### config.mk
export PLATFORM = sky130hd
export DESIGN_NAME = spdif_burst_tx
export DESIGN_NICKNAME = d
export VERILOG_FILES = /design/src/rtl/spdif_burst_pkg.sv /design/src/rtl/spdif_cell_tick.sv /design/src/rtl/spdif_word_seq.sv /design/src/rtl/spdif_bmc_ser.sv /design/src/rtl/spdif_burst_tx.sv
export SDC_FILE = /design/constraint.sdc
export NUM_CORES = 1
export LEC_CHECK = 0
export BUFFER_PORTS_ARGS = -buffer_cell sky130_fd_sc_hd__buf_2
export CORE_ASPECT_RATIO = 0.8
export CORE_MARGIN = 3
export CORE_UTILIZATION = 45
export DETAILED_ROUTE_END_ITERATION = 6
export PLACE_DENSITY = 0.76
export SLEW_MARGIN = 20
export SYNTH_ARGS = -nofsm -noshare
export SYNTH_HDL_FRONTEND = slang
export SYNTH_SLANG_ARGS = --single-unit
export TNS_END_PERCENT = 1
### constraint.sdc
create_clock -name clk -period 14 [get_ports clk]
set_input_delay 0 -clock clk [delete_from_list [all_inputs] [get_ports clk]]
set_output_delay 0 -clock clk [all_outputs]
set_load 0.02 [all_outputs]
### src/rtl/spdif_burst_pkg.sv
package spdif_burst_pkg;

  typedef enum logic [1:0] {PRE_B, PRE_M, PRE_W} pre_kind_e;

  localparam logic [15:0] SYNC_WORD_A = 16'hF872;
  localparam logic [15:0] SYNC_WORD_B = 16'h4E1F;

  // Eight half-cell levels, first to last, for a previous line level of 0.
  function automatic logic [7:0] pre_pattern(input pre_kind_e kind);
    case (kind)
      PRE_B:   return 8'b1110_1000;
      PRE_M:   return 8'b1110_0010;
      default: return 8'b1110_0100;
    endcase
  endfunction

  // Slot vector: [3:0] preamble placeholder, [27:4] audio, 28 V, 29 U, 30 C, 31 P.
  function automatic logic [31:0] pack_subframe(input logic [23:0] audio,
                                                input logic v, input logic u,
                                                input logic c);
    logic par;
    par = ^{audio, v, u, c};
    return {par, c, u, v, audio, 4'h0};
  endfunction

endpackage

### src/rtl/spdif_cell_tick.sv
module spdif_cell_tick #(
  parameter int HALF_DIV = 2
) (
  input  logic clk,
  input  logic rst_n,
  output logic tick
);
  localparam int DW = (HALF_DIV > 2) ? $clog2(HALF_DIV) : 1;
  localparam logic [DW-1:0] LAST = DW'(HALF_DIV - 1);

  logic [DW-1:0] div_q;

  always_ff @(posedge clk or negedge rst_n) begin
    if (!rst_n)            div_q <= LAST;
    else if (div_q == LAST) div_q <= '0;
    else                   div_q <= div_q + 1'b1;
  end

  assign tick = rst_n && (div_q == LAST);
endmodule

### src/rtl/spdif_word_seq.sv
module spdif_word_seq
  import spdif_burst_pkg::*;
#(
  parameter int CNT_W   = 12,
  parameter int CS_BITS = 32
) (
  input  logic               clk,
  input  logic               rst_n,
  input  logic               load,
  input  logic               cfg_data_mode,
  input  logic               cfg_user,
  input  logic [CS_BITS-1:0] cfg_cs,
  input  logic [15:0]        cfg_info,
  input  logic [CNT_W-1:0]   cfg_len,
  input  logic [CNT_W-1:0]   cfg_rep,
  input  logic [23:0]        data_in,
  output logic [31:0]        new_sf,
  output pre_kind_e          new_kind,
  output logic               data_take,
  output logic               mode_now
);
  localparam int WW    = CNT_W + 1;
  localparam int CS_IW = (CS_BITS > 1) ? $clog2(CS_BITS) : 1;
  localparam logic [7:0] LAST_FRAME = 8'd191;

  function automatic logic [WW-1:0] burst_period(input logic [CNT_W-1:0] rep,
                                                 input logic [CNT_W-1:0] len);
    logic [WW-1:0] hdr_pay, per;
    hdr_pay = {1'b0, len} + WW'(4);
    per     = (hdr_pay > {1'b0, rep}) ? hdr_pay : {1'b0, rep};
    return per + WW'(per[0]);
  endfunction

  logic               chan_q, mode_q;
  logic [7:0]         frame_q;
  logic [WW-1:0]      word_q, eff_q;
  logic [CNT_W-1:0]   len_q;
  logic [15:0]        info_q;

  logic               restart, fresh, in_pay, cs_bit;
  logic [WW-1:0]      word_use, eff_use, pay_end, word_next;
  logic [CNT_W-1:0]   len_use;
  logic [15:0]        info_use, word16;
  logic [23:0]        audio;

  always_comb begin
    mode_now = chan_q ? mode_q : cfg_data_mode;
    restart  = !chan_q && cfg_data_mode && !mode_q;
    word_use = restart ? '0 : word_q;
    fresh    = (word_use == '0);
    len_use  = fresh ? cfg_len  : len_q;
    info_use = fresh ? cfg_info : info_q;
    eff_use  = fresh ? burst_period(cfg_rep, cfg_len) : eff_q;
    pay_end  = {1'b0, len_use} + WW'(4);
    in_pay   = (word_use >= WW'(4)) && (word_use < pay_end);
    word_next = (word_use == eff_use - WW'(1)) ? '0 : word_use + WW'(1);

    if (word_use == WW'(0))      word16 = SYNC_WORD_A;
    else if (word_use == WW'(1)) word16 = SYNC_WORD_B;
    else if (word_use == WW'(2)) word16 = info_use;
    else if (word_use == WW'(3)) word16 = 16'({len_use, 4'h0});
    else if (in_pay)             word16 = data_in[15:0];
    else                         word16 = 16'h0000;

    cs_bit = (frame_q < 8'(CS_BITS)) ? cfg_cs[frame_q[CS_IW-1:0]] : 1'b0;
    if (mode_now && frame_q == 8'd1) cs_bit = 1'b1;

    audio    = mode_now ? {word16, 8'h00} : data_in;
    new_sf   = pack_subframe(audio, mode_now, cfg_user, cs_bit);
    new_kind = chan_q ? PRE_W : ((frame_q == 8'd0) ? PRE_B : PRE_M);
    data_take = load && (mode_now ? in_pay : 1'b1);
  end

  always_ff @(posedge clk or negedge rst_n) begin
    if (!rst_n) begin
      chan_q  <= 1'b0;
      frame_q <= 8'd0;
      mode_q  <= 1'b0;
      word_q  <= '0;
      eff_q   <= '0;
      len_q   <= '0;
      info_q  <= '0;
    end else if (load) begin
      chan_q <= !chan_q;
      if (chan_q) frame_q <= (frame_q == LAST_FRAME) ? 8'd0 : frame_q + 8'd1;
      mode_q <= mode_now;
      if (mode_now) begin
        word_q <= word_next;
        if (fresh) begin
          len_q  <= len_use;
          info_q <= info_use;
          eff_q  <= eff_use;
        end
      end else begin
        word_q <= '0;
      end
    end
  end
endmodule

### src/rtl/spdif_bmc_ser.sv
module spdif_bmc_ser
  import spdif_burst_pkg::*;
(
  input  logic        clk,
  input  logic        rst_n,
  input  logic        tick,
  input  logic [31:0] new_sf,
  input  pre_kind_e   new_kind,
  output logic        load,
  output logic        dout
);
  logic [5:0]  half_q;
  logic [31:0] sf_q;
  pre_kind_e   kind_q;
  logic        ref_q;
  logic [5:0]  hn;
  logic [7:0]  new_pat, cur_pat;

  assign load    = tick && (half_q == 6'd63);
  assign hn      = half_q + 6'd1;
  assign new_pat = pre_pattern(new_kind);
  assign cur_pat = pre_pattern(kind_q);

  always_ff @(posedge clk or negedge rst_n) begin
    if (!rst_n) begin
      half_q <= 6'd63;
      sf_q   <= '0;
      kind_q <= PRE_B;
      ref_q  <= 1'b0;
      dout   <= 1'b0;
    end else if (tick) begin
      if (half_q == 6'd63) begin
        half_q <= 6'd0;
        sf_q   <= new_sf;
        kind_q <= new_kind;
        ref_q  <= dout;
        dout   <= new_pat[7] ^ dout;
      end else begin
        half_q <= hn;
        if (hn < 6'd8)   dout <= cur_pat[3'(3'd7 - hn[2:0])] ^ ref_q;
        else if (!hn[0]) dout <= !dout;
        else             dout <= dout ^ sf_q[hn[5:1]];
      end
    end
  end
endmodule

### src/rtl/spdif_burst_tx.sv
module spdif_burst_tx
  import spdif_burst_pkg::*;
#(
  parameter int HALF_DIV = 2,
  parameter int CNT_W    = 12,
  parameter int CS_BITS  = 32
) (
  input  logic               clk,
  input  logic               rst_n,
  input  logic               cfg_data_mode,
  input  logic               cfg_user,
  input  logic [CS_BITS-1:0] cfg_cs,
  input  logic [15:0]        cfg_info,
  input  logic [CNT_W-1:0]   cfg_len,
  input  logic [CNT_W-1:0]   cfg_rep,
  input  logic [23:0]        data_in,
  output logic               data_take,
  output logic               dout
);
  logic        tick, load, mode_now;
  logic [31:0] new_sf;
  pre_kind_e   new_kind;

  spdif_cell_tick #(.HALF_DIV(HALF_DIV)) u_tick (
    .clk(clk), .rst_n(rst_n), .tick(tick)
  );

  spdif_word_seq #(.CNT_W(CNT_W), .CS_BITS(CS_BITS)) u_seq (
    .clk(clk), .rst_n(rst_n), .load(load),
    .cfg_data_mode(cfg_data_mode), .cfg_user(cfg_user), .cfg_cs(cfg_cs),
    .cfg_info(cfg_info), .cfg_len(cfg_len), .cfg_rep(cfg_rep),
    .data_in(data_in), .new_sf(new_sf), .new_kind(new_kind),
    .data_take(data_take), .mode_now(mode_now)
  );

  spdif_bmc_ser u_ser (
    .clk(clk), .rst_n(rst_n), .tick(tick), .new_sf(new_sf),
    .new_kind(new_kind), .load(load), .dout(dout)
  );
endmodule

== Word-level counts from Yosys, hierarchy flattened ==
Cells that the tools add are included.

* Output and inout bits: 2
* Register bits after elaboration: 103
* Input port bits: 100

* Reduce and logical (&&, ||, !) cells: 17
* Add/sub/neg operators: 9
* Mux-type cells: 32
* Bitwise operators: 3
* Eq/ne operators: 8
* Order comparisons: 8

{| class="wikitable"
|+ Operator list
! cell !! count
|-
| 2-to-1 mux 16 bit || 6
|-
| 2-to-1 mux 13 bit || 5
|-
| XOR reduction 27 bit || 1
|-
| adder 12 x 3 -> 13 bit, second input constant || 2
|-
| == test 13 x 2 -> 1 bit, second input constant || 2
|-
| 2-to-1 mux 24 bit || 1
|-
| adder 13 x 1 -> 13 bit || 1
|-
| adder 13 x 1 -> 13 bit, second input constant || 1
|-
| == test 13 x 1 -> 1 bit, second input constant || 1
|-
| == test 13 bit || 1
|-
| >= comparator 13 x 3 -> 1 bit, second input constant || 1
|-
| greater-than comparator 13 x 12 -> 1 bit || 1
|-
| zero test 13 bit || 1
|-
| less-than comparator 13 bit || 1
|-
| subtractor 13 x 1 -> 13 bit, second input constant || 1
|-
| less-than comparator 5 x 6 -> 1 bit, second input constant || 2
|-
| 2-to-1 mux 1 bit || 12
|-
| 2-to-1 mux 12 bit || 1
|-
| binary-select mux 1 bit (select 5 bit) || 2
|-
| adder 8 x 1 -> 8 bit, second input constant || 1
|-
| == test 8 x 1 -> 1 bit, second input constant || 1
|-
| == test 8 bit, second input constant || 1
|-
| zero test 8 bit || 1
|-
| less-than comparator 8 x 6 -> 1 bit, second input constant || 1
|-
| other kinds (19) || 29
|}

== Depth between registers and ports, before layout ==
* Word-level depth: 16
* Gate-level depth with buffers: 30
* Gate-level depth less buffers: 25

== Hierarchy ==
From an unflattened synthesis, not the netlist that was laid out.

* Cells, all modules: 1,016
* Area total of the unflattened synthesis: 9,095.0 sq um

{| class="wikitable"
|+ Modules (own cells, without submodules)
! module !! cells each !! seq. area each (sq um) !! area an instance (sq um) !! times used
|-
| spdif_word_seq || 843 || 1,601.5 || 6,829.0 || 1
|-
| spdif_bmc_ser || 170 || 1,058.5 || 2,229.6 || 1
|-
| spdif_cell_tick || 3 || 26.3 || 36.3 || 1
|}

== Worst setup path after synthesis ==
Ideal clock, no wire load.

* Kind: register to register
* Start point: register u_seq.chan_q
* End point: register u_ser.sf_q[31]
* Arrival time: 6.031 ns
* Buffers on the path: 7
* Slack: 7.838 ns
* Period minus slack after synthesis: 6.162 ns
* Data required time: 13.869 ns
* Stages on the path, launching flop included: 29
* Cell sequence: dfrtp_1 > clkbuf_1 > or3b_2 > buf_2 > buf_1 > nand2_1 > ha_1 > nand2_1 > clkbuf_1 > buf_1 > clkbuf_1 > mux2i_1 > or3_1 > nor4_1 > xor2_1 > ha_1 > and4_1 > a21oi_1 > nand3_1 > a31oi_2 > clkbuf_1 > a21oi_1 > nor2_1 > xnor2_1 > xnor2_1 > xnor2_1 > xnor2_1 > xnor2_1 > o21ai_1

* Longest elaborated chain between the ends: 16

{| class="wikitable"
|+ RTL lines
! element !! RTL line !! source
|-
| start, declared || spdif_word_seq.sv:34 || <nowiki>logic chan_q, mode_q;</nowiki>
|-
| start signal, assigned || spdif_word_seq.sv:84 || <nowiki>chan_q <= !chan_q;</nowiki>
|-
| zero test 1 bit || spdif_word_seq.sv:48 || <nowiki>restart = !chan_q && cfg_data_mode && !mode_q;</nowiki>
|-
| logical AND 1 bit (2 in series) || spdif_word_seq.sv:48 ||
|-
| 2-to-1 mux 13 bit || spdif_word_seq.sv:49 || <nowiki>word_use = restart ? '0 : word_q;</nowiki>
|-
| zero test 13 bit || spdif_word_seq.sv:50, spdif_word_seq.sv:58 ||
|-
| 2-to-1 mux 12 bit || spdif_word_seq.sv:51 || <nowiki>len_use = fresh ? cfg_len : len_q;</nowiki>
|-
| adder 12 x 3 -> 13 bit || spdif_word_seq.sv:54 || <nowiki>pay_end = {1'b0, len_use} + WW'(4);</nowiki>
|-
| less-than comparator 13 bit || spdif_word_seq.sv:55 || <nowiki>in_pay = (word_use >= WW'(4)) && (word_use < pay_end);</nowiki>
|-
| logical AND 1 bit || spdif_word_seq.sv:55 ||
|-
| 2-to-1 mux 16 bit || spdif_word_seq.sv:62 || <nowiki>else if (in_pay) word16 = data_in[15:0];</nowiki>
|-
| 2-to-1 mux 16 bit || spdif_word_seq.sv:61 || <nowiki>else if (word_use == WW'(3)) word16 = 16'({len_use, 4'h0});</nowiki>
|-
| 2-to-1 mux 16 bit || spdif_word_seq.sv:60 || <nowiki>else if (word_use == WW'(2)) word16 = info_use;</nowiki>
|-
| 2-to-1 mux 16 bit || spdif_word_seq.sv:59 || <nowiki>else if (word_use == WW'(1)) word16 = SYNC_WORD_B;</nowiki>
|-
| 2-to-1 mux 16 bit || spdif_word_seq.sv:58 || <nowiki>if (word_use == WW'(0)) word16 = SYNC_WORD_A;</nowiki>
|-
| 2-to-1 mux 24 bit || spdif_word_seq.sv:68 || <nowiki>audio = mode_now ? {word16, 8'h00} : data_in;</nowiki>
|-
| XOR reduction 27 bit * || spdif_burst_pkg.sv:22 || <nowiki>par = ^{audio, v, u, c};</nowiki>
|-
| end signal, assigned || spdif_bmc_ser.sv:34 || <nowiki>sf_q <= new_sf;</nowiki>
|-
| end, declared || spdif_bmc_ser.sv:13 || <nowiki>logic [31:0] sf_q;</nowiki>
|}

Every way passes the cells marked *; elsewhere a longest branch is shown, timed or not.
A chain may end at the register's enable or synchronous reset.

== Worst setup path after layout ==
Ends and elaborated chain as after synthesis.

==> flow_metrics.env <==
export IMPL_synth_net_count=1105
export IMPL_hold_violations=0
export IMPL_syn_area_per_cell_um2=8.51
export IMPL_final_core_util=0.539
export IMPL_cts_buffer_depth=2
export IMPL_remaining_drc_errors=0
export IMPL_fin_ws_ps=7260
export IMPL_powerDensity_nw_per_um2=85.0
export IMPL_setup_viol=0
export IMPL_worstPathCellList="or3b_2, nand2_1, ha_1, nand2_1, buf_4, mux2i_1, or3_1, nor4_1, xor2_1, ha_1, and4_1, a21oi_1, nand3_1, a31oi_2, a221oi_1, o21ai_0, xnor2_1, xnor2_1, xnor2_1, xnor2_1, xnor2_1, o21ai_1"
export IMPL_first_pass_iters=6
export IMPL_synth_ff_type="dfrtp_1"
export IMPL_cap_violations=0
export IMPL_status="completed"
export IMPL_cts_sinks=102
export IMPL_clkTransAtPathRegs_ps=80
export IMPL_worst_setup_path_type="flop to flop"
export IMPL_synthTopCellsByArea="dfrtp_1 29%, nand2_1 7.7%, xnor2_1 5.9%"
export IMPL_routed_wirelength_um=23800
export IMPL_die_h_um=127
export IMPL_power_leakage_nw=4.46
export IMPL_timing_hold_ws_ps=15.7
export IMPL_nFillCells=1580
export IMPL_drtIter0Drc=975
export IMPL_grt_pass1_wl_um=39100
export IMPL_wire_per_inst_um=18.2
export IMPL_start_kind="flop"
export IMPL_place_ws_ps=7340
export IMPL_ir_drop_uv=98.0
export IMPL_worst_slew_pin_slew_ps=867
export IMPL_initial_utilization=0.467
export IMPL_crit_top_cell="xnor2_1"
export IMPL_netlist_area_leader_share=0.289
export IMPL_required_ps=14220
export IMPL_synth_seq_cells=102
export IMPL_synth_top_area_cell="dfrtp_1"
export IMPL_vias_per_cell=6.00
export IMPL_clk_latency_ps=350
export IMPL_tns_ps=0
export IMPL_core_area_um2=17600
export IMPL_critPathMaxStageDelay_ps=680
export IMPL_synthDistinctLibCells=85
export IMPL_die_area_um2=20000
export IMPL_drive_gt1_frac=0.190
export IMPL_pin_count=102
export IMPL_power_total_mw=0.809
export IMPL_grt_pass1_vias=7334
export IMPL_syn_inst=968
export IMPL_drv_slew=0
export IMPL_syn2layout_area_growth_pct=15.5
export IMPL_h_tree_depth=3
export IMPL_multi_input_area_um2=5340
export IMPL_rsz0062_at_grt="false"
export IMPL_period_needed_ps=6740
export IMPL_crit_fanout=38
export IMPL_hpwl_um=17800
export IMPL_grt_max_degree=61
export IMPL_cts_root_buffer="clkbuf_16"
export IMPL_fmax_mhz=148
export IMPL_syn_area_um2=8230
export IMPL_fin_nets=1216
export IMPL_final_cell_mix="169 x nand2_1, 100 x buf_2, 95 x dfrtp_1"
export IMPL_antenna_found_initial=0
export IMPL_antenna_cells=0
export IMPL_critPathBufInv=1
export IMPL_grt_use_total=0.241
export IMPL_synth_edff_count=0
export IMPL_crit_family="simple AND/OR/NAND/NOR gates"
export IMPL_period_share=0.481
export IMPL_slew_headroom=0.420
export IMPL_gp_congestion=0.947
export IMPL_crit_slowest_cell="or3b_2"
export IMPL_cts_made_buffers=9
export IMPL_yosysWarningCount=0
export IMPL_yosysSeqAreaShare=0.311
export IMPL_fp_row_count=43
export IMPL_drtAntennaViolNets=0
export IMPL_hp_class="primary input to flop"
export IMPL_ys_async_sr_fraction=1.00
export IMPL_dr_total_vias=7849
export IMPL_crit_path_end_kind="flop"
export IMPL_crit_arrival_ps=6960
export IMPL_die_w_um=157
export IMPL_seq_area_um2=2560
export IMPL_port_buffers=101
export IMPL_cts_tree="done"
export IMPL_grt_overflow_total=0
export IMPL_mostFrequentLayoutCell="nand2_1"
export IMPL_skew_ps=9.91
==> flip-flops by register name, indices dropped and copies added, names as in the netlist <==
| register | flops |
|---|---|
| u_seq.eff_q | 13 |
| u_seq.len_q | 12 |
| u_seq.word_q | 13 |
| u_seq.chan_q | 1 |
| u_tick.div_q | 1 |
| u_seq.info_q | 16 |
| u_ser.kind_q | 2 |
| u_ser.half_q | 6 |
| u_seq.frame_q | 8 |
| u_ser.dout | 1 |
| u_ser.ref_q | 1 |
| u_ser.sf_q | 28 |
==> cell type report <==
cell class / count / share of cell area
clock buffers: 10 / 0.0241
clock inverters: 6 / 0.00539
inverters: 44 / 0.0174
multi-input cells: 781 / 0.561
flip-flops and latches: 102 / 0.269
well taps: 225 / 0.0296
repair buffers: 141 / 0.0929
==> where the power goes <==
| part | switching (mW) | internal (mW) | leakage [nW] |
|---|---|---|---|
| Sequential | 0.00840 | 0.305 | 1.38 |
| Combinational | 0.144 | 0.107 | 2.94 |
| Clock | 0.121 | 0.124 | 0.140 |
| Total | 0.273 | 0.536 | 4.46 |
==> routing by layer <==
layer	global-route usage	part of all wire	vias up
li1	-	-	3711
met1	0.368	0.45	3710
met2	0.349	0.44	385
met3	0.0552	0.091	43
met4	0.0526	0.018	0
met5	0	0	-
==> cell families after synthesis <==
kind of cell,share of synthesized area
AOI/OAI and AO/OA,0.183
buffers and inverters,0.0418
adders and majority gates,0.0562
xor gates and xnor gates,0.0836
muxes,0.107
DFF,0.311
and+or+nand+nor,0.218
==> final timing paths <==
| kind | startpoint | end | slack (ps) | depth (start not counted) |
|---|---|---|---|---|
| setup / recovery | u_seq.chan_q | u_ser.sf_q[31] | 7260 | 22 |
| hold / removal | cfg_len[7] | u_seq.len_q[7] | 20 | 2 |
| setup reg to reg | u_seq.chan_q | u_ser.sf_q[31] | 7260 | 22 |
| hold reg to reg | u_tick.div_q | u_tick.div_q | 450 | 1 |
| max in group asynchronous | rst_n | u_seq.info_q[11] | 12640 | 3 |
| min in group asynchronous | rst_n | u_ser.kind_q[0] | 220 | 2 |
==> synth_stat cells, types with 5 or more instances <==
library cell    n
a21oi_1        37
nor3_1         19
and2_1          7
o21ai_1         7
dfrtp_1        95
clkbuf_1       27
and3_1         11
mux2i_1        19
mux4_2         17
xor2_1         21
or3_1           5
a21o_1          8
nor2_1         57
o21ai_0        78
nand3_1        50
a31oi_1        11
o31ai_1         7
a211oi_1        9
nand4_1         8
ha_1           37
buf_2           8
or2_2           5
xnor2_1        55
inv_1          44
mux2_2         27
nor4_1          9
nand2_1       169
o211ai_1        9
dfstp_2         7
a22o_1          9
==> per-stage QoR <==
step	instances	area, µm²
5_1_grt	1309	9510
3_3_place_gp	1263	8930
3_5_place_dp	1263	8930
6_report	1309	9510
2_1_floorplan	968	8230
4_1_cts	1309	9510
==> repair_timing <==
action | CTS | global route
hold buffers | 30 | 0
endpoints found under the hold margin | 72 | 0
setup buffers | 0 | 0
gates resized for setup | 0 | 0
Note: power is estimated with default switching activity, not from simulation.
